`src/rtl/rx_addr_filter.sv`:
```
module rx_addr_filter #(
  parameter int REG_W = 16,
  parameter int IDX_W = 3
) (
  input  logic             clk,
  input  logic             rst_n,
  input  logic             halt,
  input  logic [IDX_W-1:0] reg_idx,
  input  logic             reg_wr,
  input  logic [REG_W-1:0] reg_wdata,
  output logic [REG_W-1:0] reg_rdata,
  input  logic             sof,
  input  logic             bit_vld,
  input  logic             bit_in,
  output logic             verdict_vld,
  output logic             accept
);
  localparam int ADDR_BITS = 3 * REG_W;
  localparam int CNT_W = $clog2(ADDR_BITS + 1);
  localparam logic [CNT_W-1:0] LAST = CNT_W'(ADDR_BITS - 1);
  localparam logic [CNT_W-1:0] DONE = CNT_W'(ADDR_BITS);

  logic [ADDR_BITS-1:0] station;
  logic                 m_prom, m_nobc, m_nophys;
  logic [CNT_W-1:0]     cnt;
  logic                 match_q, ones_q;
  logic                 vld_q, acc_q;

  wire reg_access = halt && reg_wr;
  wire take_bit   = bit_vld && !sof && (cnt < DONE);
  wire match_nx   = match_q && (bit_in == station[cnt]);
  wire ones_nx    = ones_q && bit_in;

  always_ff @(posedge clk) begin
    if (reg_access) begin
      case (reg_idx)
        3'd0: station[REG_W-1:0]         <= reg_wdata;
        3'd1: station[2*REG_W-1:REG_W]   <= reg_wdata;
        3'd2: station[3*REG_W-1:2*REG_W] <= reg_wdata;
        default: ;
      endcase
    end
  end

  always_ff @(posedge clk or negedge rst_n) begin
    if (!rst_n) begin
      m_prom   <= 1'b0;
      m_nobc   <= 1'b0;
      m_nophys <= 1'b0;
    end else if (reg_access && reg_idx == 3'd3) begin
      m_prom   <= reg_wdata[15];
      m_nobc   <= reg_wdata[14];
      m_nophys <= reg_wdata[13];
    end
  end

  always_comb begin
    reg_rdata = '0;
    if (halt) begin
      case (reg_idx)
        3'd0: reg_rdata = station[REG_W-1:0];
        3'd1: reg_rdata = station[2*REG_W-1:REG_W];
        3'd2: reg_rdata = station[3*REG_W-1:2*REG_W];
        3'd3: reg_rdata = {m_prom, m_nobc, m_nophys, {(REG_W-3){1'b0}}};
        default: reg_rdata = '0;
      endcase
    end
  end

  always_ff @(posedge clk or negedge rst_n) begin
    if (!rst_n) begin
      cnt     <= DONE;
      match_q <= 1'b0;
      ones_q  <= 1'b0;
      vld_q   <= 1'b0;
      acc_q   <= 1'b0;
    end else begin
      vld_q <= take_bit && (cnt == LAST);
      if (sof) begin
        cnt     <= '0;
        match_q <= 1'b1;
        ones_q  <= 1'b1;
      end else if (take_bit) begin
        cnt     <= cnt + 1'b1;
        match_q <= match_nx;
        ones_q  <= ones_nx;
        if (cnt == LAST)
          acc_q <= m_prom || (match_nx && !m_nophys) || (ones_nx && !m_nobc);
      end
    end
  end

  assign verdict_vld = vld_q;
  assign accept      = acc_q;

  a_r2_frozen: assert property (@(posedge clk) disable iff (!rst_n)
    !halt |=> ($stable(station) && $stable({m_prom, m_nobc, m_nophys})));
  a_r2_read_zero: assert property (@(posedge clk) disable iff (!rst_n)
    !halt |-> reg_rdata == '0);
  a_r5_single_pulse: assert property (@(posedge clk) disable iff (!rst_n)
    verdict_vld |=> !verdict_vld);
  a_r5_needs_bit: assert property (@(posedge clk) disable iff (!rst_n)
    verdict_vld |-> $past(bit_vld && !sof));
  a_r8_prom_accepts: assert property (@(posedge clk) disable iff (!rst_n)
    (verdict_vld && $past(m_prom)) |-> accept);
endmodule

```
`config.mk`:
```
export PLATFORM = sky130hd
export DESIGN_NAME = rx_addr_filter
export DESIGN_NICKNAME = d
export VERILOG_FILES = /design/src/rtl/rx_addr_filter.sv
export SDC_FILE = /design/constraint.sdc
export NUM_CORES = 1
export LEC_CHECK = 0
export ABC_AREA = 0
export BUFFER_PORTS_ARGS = -buffer_cell sky130_fd_sc_hd__buf_2
export CAP_MARGIN = 5
export CORE_MARGIN = 8
export CORE_UTILIZATION = 55
export DETAILED_ROUTE_END_ITERATION = 12
export PLACE_DENSITY_LB_ADDON = 0.25
export SYNTH_ARGS = -nofsm -noshare
export SYNTH_HDL_FRONTEND = slang
export SYNTH_SLANG_ARGS = --single-unit
```
`constraint.sdc`:
```
create_clock -name clk -period 3.1 [get_ports clk]
set_input_delay 0.62 -clock clk [delete_from_list [all_inputs] [get_ports clk]]
set_output_delay 0.62 -clock clk [all_outputs]
set_load 0.01 [all_outputs]
```
==> flow_summary.yaml <==
logic_synthesis:
  ys_ff_latch: 61
  syn_area_per_cell_sq_um: 13.6
  synth_nets: 243
  synth_area_sq_um: 2940
  synth_top_area_cell: "edfxtp_1"
  synth.most_common_cell: "edfxtp_1"
  synth_top_area_share_pct: 49.0
  synth-main-ff-cell: "edfxtp_1"
  yosys_warnings: 0
  postSynthCellCount: 216
  synth_common_cells: "48 x edfxtp_1, 36 x nor2_1, 17 x mux2i_1"
  ys_seq_area_share_pct: 60.1
  ys_types: 39
  synth_edf_count: 48
  async_reset_ff_share_pct: 21.3
  synthTopCellsByArea: "edfxtp_1 49%, dfrtp_1 9.4%, mux4_2 6.1%"
worst_setup_path:
  max_stage_delay_ns: 0.86
  cpMostUsedCell: "buf_2"
  critPathSlowestCell: "nor2b_1"
  crit_path_start_kind: "input port"
  ff2ff_path_depth: 7
  worstPathRequired_ns: 2.48
  worst-path-buf-inv: 2
  cp.arrival_ns: 2.21
  critPathCaptureType: "output pin"
  path_max_fanout: 13
  worstSetupPathType: "in2out"
  path_delay_family: "simple AND/OR/NAND/NOR gates"
  critical_path.cell_chain: "buf_2 -> nor2b_1 -> a21oi_1 -> nor2_1 -> buf_2"
  path_depth: 5
grt:
  grt_first_pass_wirelength_mm: 9.94
  grt_overflow_total: 0
  antenna_found_initial: 0
  grt_use_total_pct: 17.2
  grt_pass1_vias: 2052
  grt_max_degree: 17
route:
  viasPerCell: 5.63
  drt_iter0_markers: 127
  drt-total-wl_mm: 6.21
  vias: 1927
  wl_per_cell_microns: 18.2
  drtPass1Iterations: 4
  drc: 0
  ant_nets: 0
final_layout:
  antennaDiodeCount: 0
  fin_util_pct: 67.6
  syn2layout_area_growth_pct: 18.1
  num-fill-cells: 418
  finish.net_count: 294
  drive_above_1_share_pct: 32.4
clock_tree:
  clk_latency_ns: 0.34
  cts_sinks: 61
  clockRootBuffer: "clkbuf_8"
  cts_buffer_depth: 2
  htreeDepth: 3
  cts_setup_buffers: 0
  cts_tree: "yes"
  cts_made_buffers: 9
  cts-hold-fix-buffers: 0
  clkTransAtPathRegs_ns: 0.07
  cts_resized: 0
pwr:
  internal-power_mw: 1.45
  netSwitchingPower_mw: 0.404
  p_sw_share_pct: 21.8
  power_density_nw_per_um2: 533
  seq_power_share_pct: 50.6
  clkPwrFrac_pct: 39.5
  peakVddDrop_mv: 0.322
  p_comb_share_pct: 9.9
  p_leak_nw: 1.33
status:
  status: "completed"
sta:
  fin_crit_ns: 2.83
  drv_slew: 0
  worst_pin_slew_ns: 1.05
  setup_viol: 0
  max-slew-margin-rel_pct: 29.9
  setup_ws_ns: 0.271
  finalClockSkew_ns: 0.00652
  min_period_over_period_pct: 91.3
  setup_tns_ns: 0
  finalHoldViolCount: 0
  fmax_ghz: 0.353
  rsz0062_at_grt: "false"
floorplanning:
  start_util_pct: 57.3
  core_area_sq_um: 5140
  die_w_microns: 89.1
  ios: 44
  die_area_sq_um: 7950
  die_y_microns: 89.1
  rows: 26
placed_design:
  io_buffers: 43
  hpwl_mm: 4.58
  pre_cts_ws_ns: 0.341
  place_congestion: 0.799
flow_run:
  cap_violations: 0
hold_path:
  hp-class: "in2async"
[logic make-up after synthesis]
logic type | synth area share [%]
AO/OA/AOI/OAI | 5.87
multiplexers | 18.5
adder cells (fa/ha/maj) | 0.425
AND/OR/NAND/NOR | 11.6
XOR/XNOR | 1.19
buffers and inverters | 2.25
flip-flops | 60.1
[worst register-to-register path: cells and delay by family (launching register included)]
family / cells / cell delay [ns]
multiplexers: 1 / 0.60
AND/OR/NAND/NOR: 3 / 0.51
AO/OA/AOI/OAI: 2 / 0.21
buffers and inverters: 1 / 0.31
flip-flops: 1 / 0.57
[per-layer routing]
metal	wire [microns]	share of wire (%)	GRT usage, %
met5	0	0	0
met4	91	1.5	8.01
met3	351	5.7	5.06
met2	3250	52	29.4
met1	2520	41	19.3
[layout make-up]
class,count,area [sq um],share of cell area (%)
Multi-Input combinational cell,141,1120,32.3
Timing Repair Buffer,52,283,8.14
Tap cell,70,87.6,2.52
Sequential cell,61,1770,50.9
Clock inverter,6,77.6,2.23
Clock buffer,10,128,3.67
Inverter,2,7.51,0.216
[state kept, by name, indices dropped and copies added, names as in the netlist]
register     count
ones_q           1
m_prom           1
verdict_vld      1
station         48
accept           1
cnt              6
m_nophys         1
m_nobc           1
match_q          1
[metrics by stage]
step                total power, mW  instances  cell area [sq um]  hold WS, ns
CTS                            1.87        342               3470        0.158
global route                   1.92        342               3470        0.170
finish                         1.85        342               3470        0.156
global placement               1.13        326               3270        0.505
detailed placement             1.14        326               3270        0.518
floorplan                      1.07        216               2940        0.324
[power by group through the flow]
stage	clock [mW]	sequential, mW	combinational (mW)
floorplan	0	0.940	0.132
CTS	0.744	0.938	0.185
global route	0.782	0.941	0.200
detailed placement	0	0.954	0.184
global placement	0	0.953	0.180
finish	0.732	0.937	0.184
[path summary, 6_finish.rpt]
check                           slack [ns]                   end          startpoint
worst max-delay path                  0.27         reg_rdata[12]          reg_idx[0]
worst min-delay path                  0.16    m_prom$_DFFE_PN0P_               rst_n
worst max register to register        0.79   match_q$_DFFE_PN0P_  cnt[0]$_DFFE_PN0P_
worst min register to register        0.55    ones_q$_DFFE_PN0P_  ones_q$_DFFE_PN0P_
max in group asynchronous             2.66    cnt[5]$_DFFE_PN1P_               rst_n
min in group clk                      0.48  station[6]$_DFFE_PP_        reg_wdata[6]
[cell usage in the layout (no fill, tap or decap), types with 4 or more instances in the layout]
cell	count
a21oi_1	15
nor2b_1	5
mux4_1	4
nor2_1	36
mux4_2	8
buf_2	43
mux2i_1	17
clkbuf_8	9
dfrtp_1	11
mux2_2	8
nand2_1	9
nand3_1	4
buf_4	9
edfxtp_1	48
Note: power is estimated with default switching activity, not from simulation.
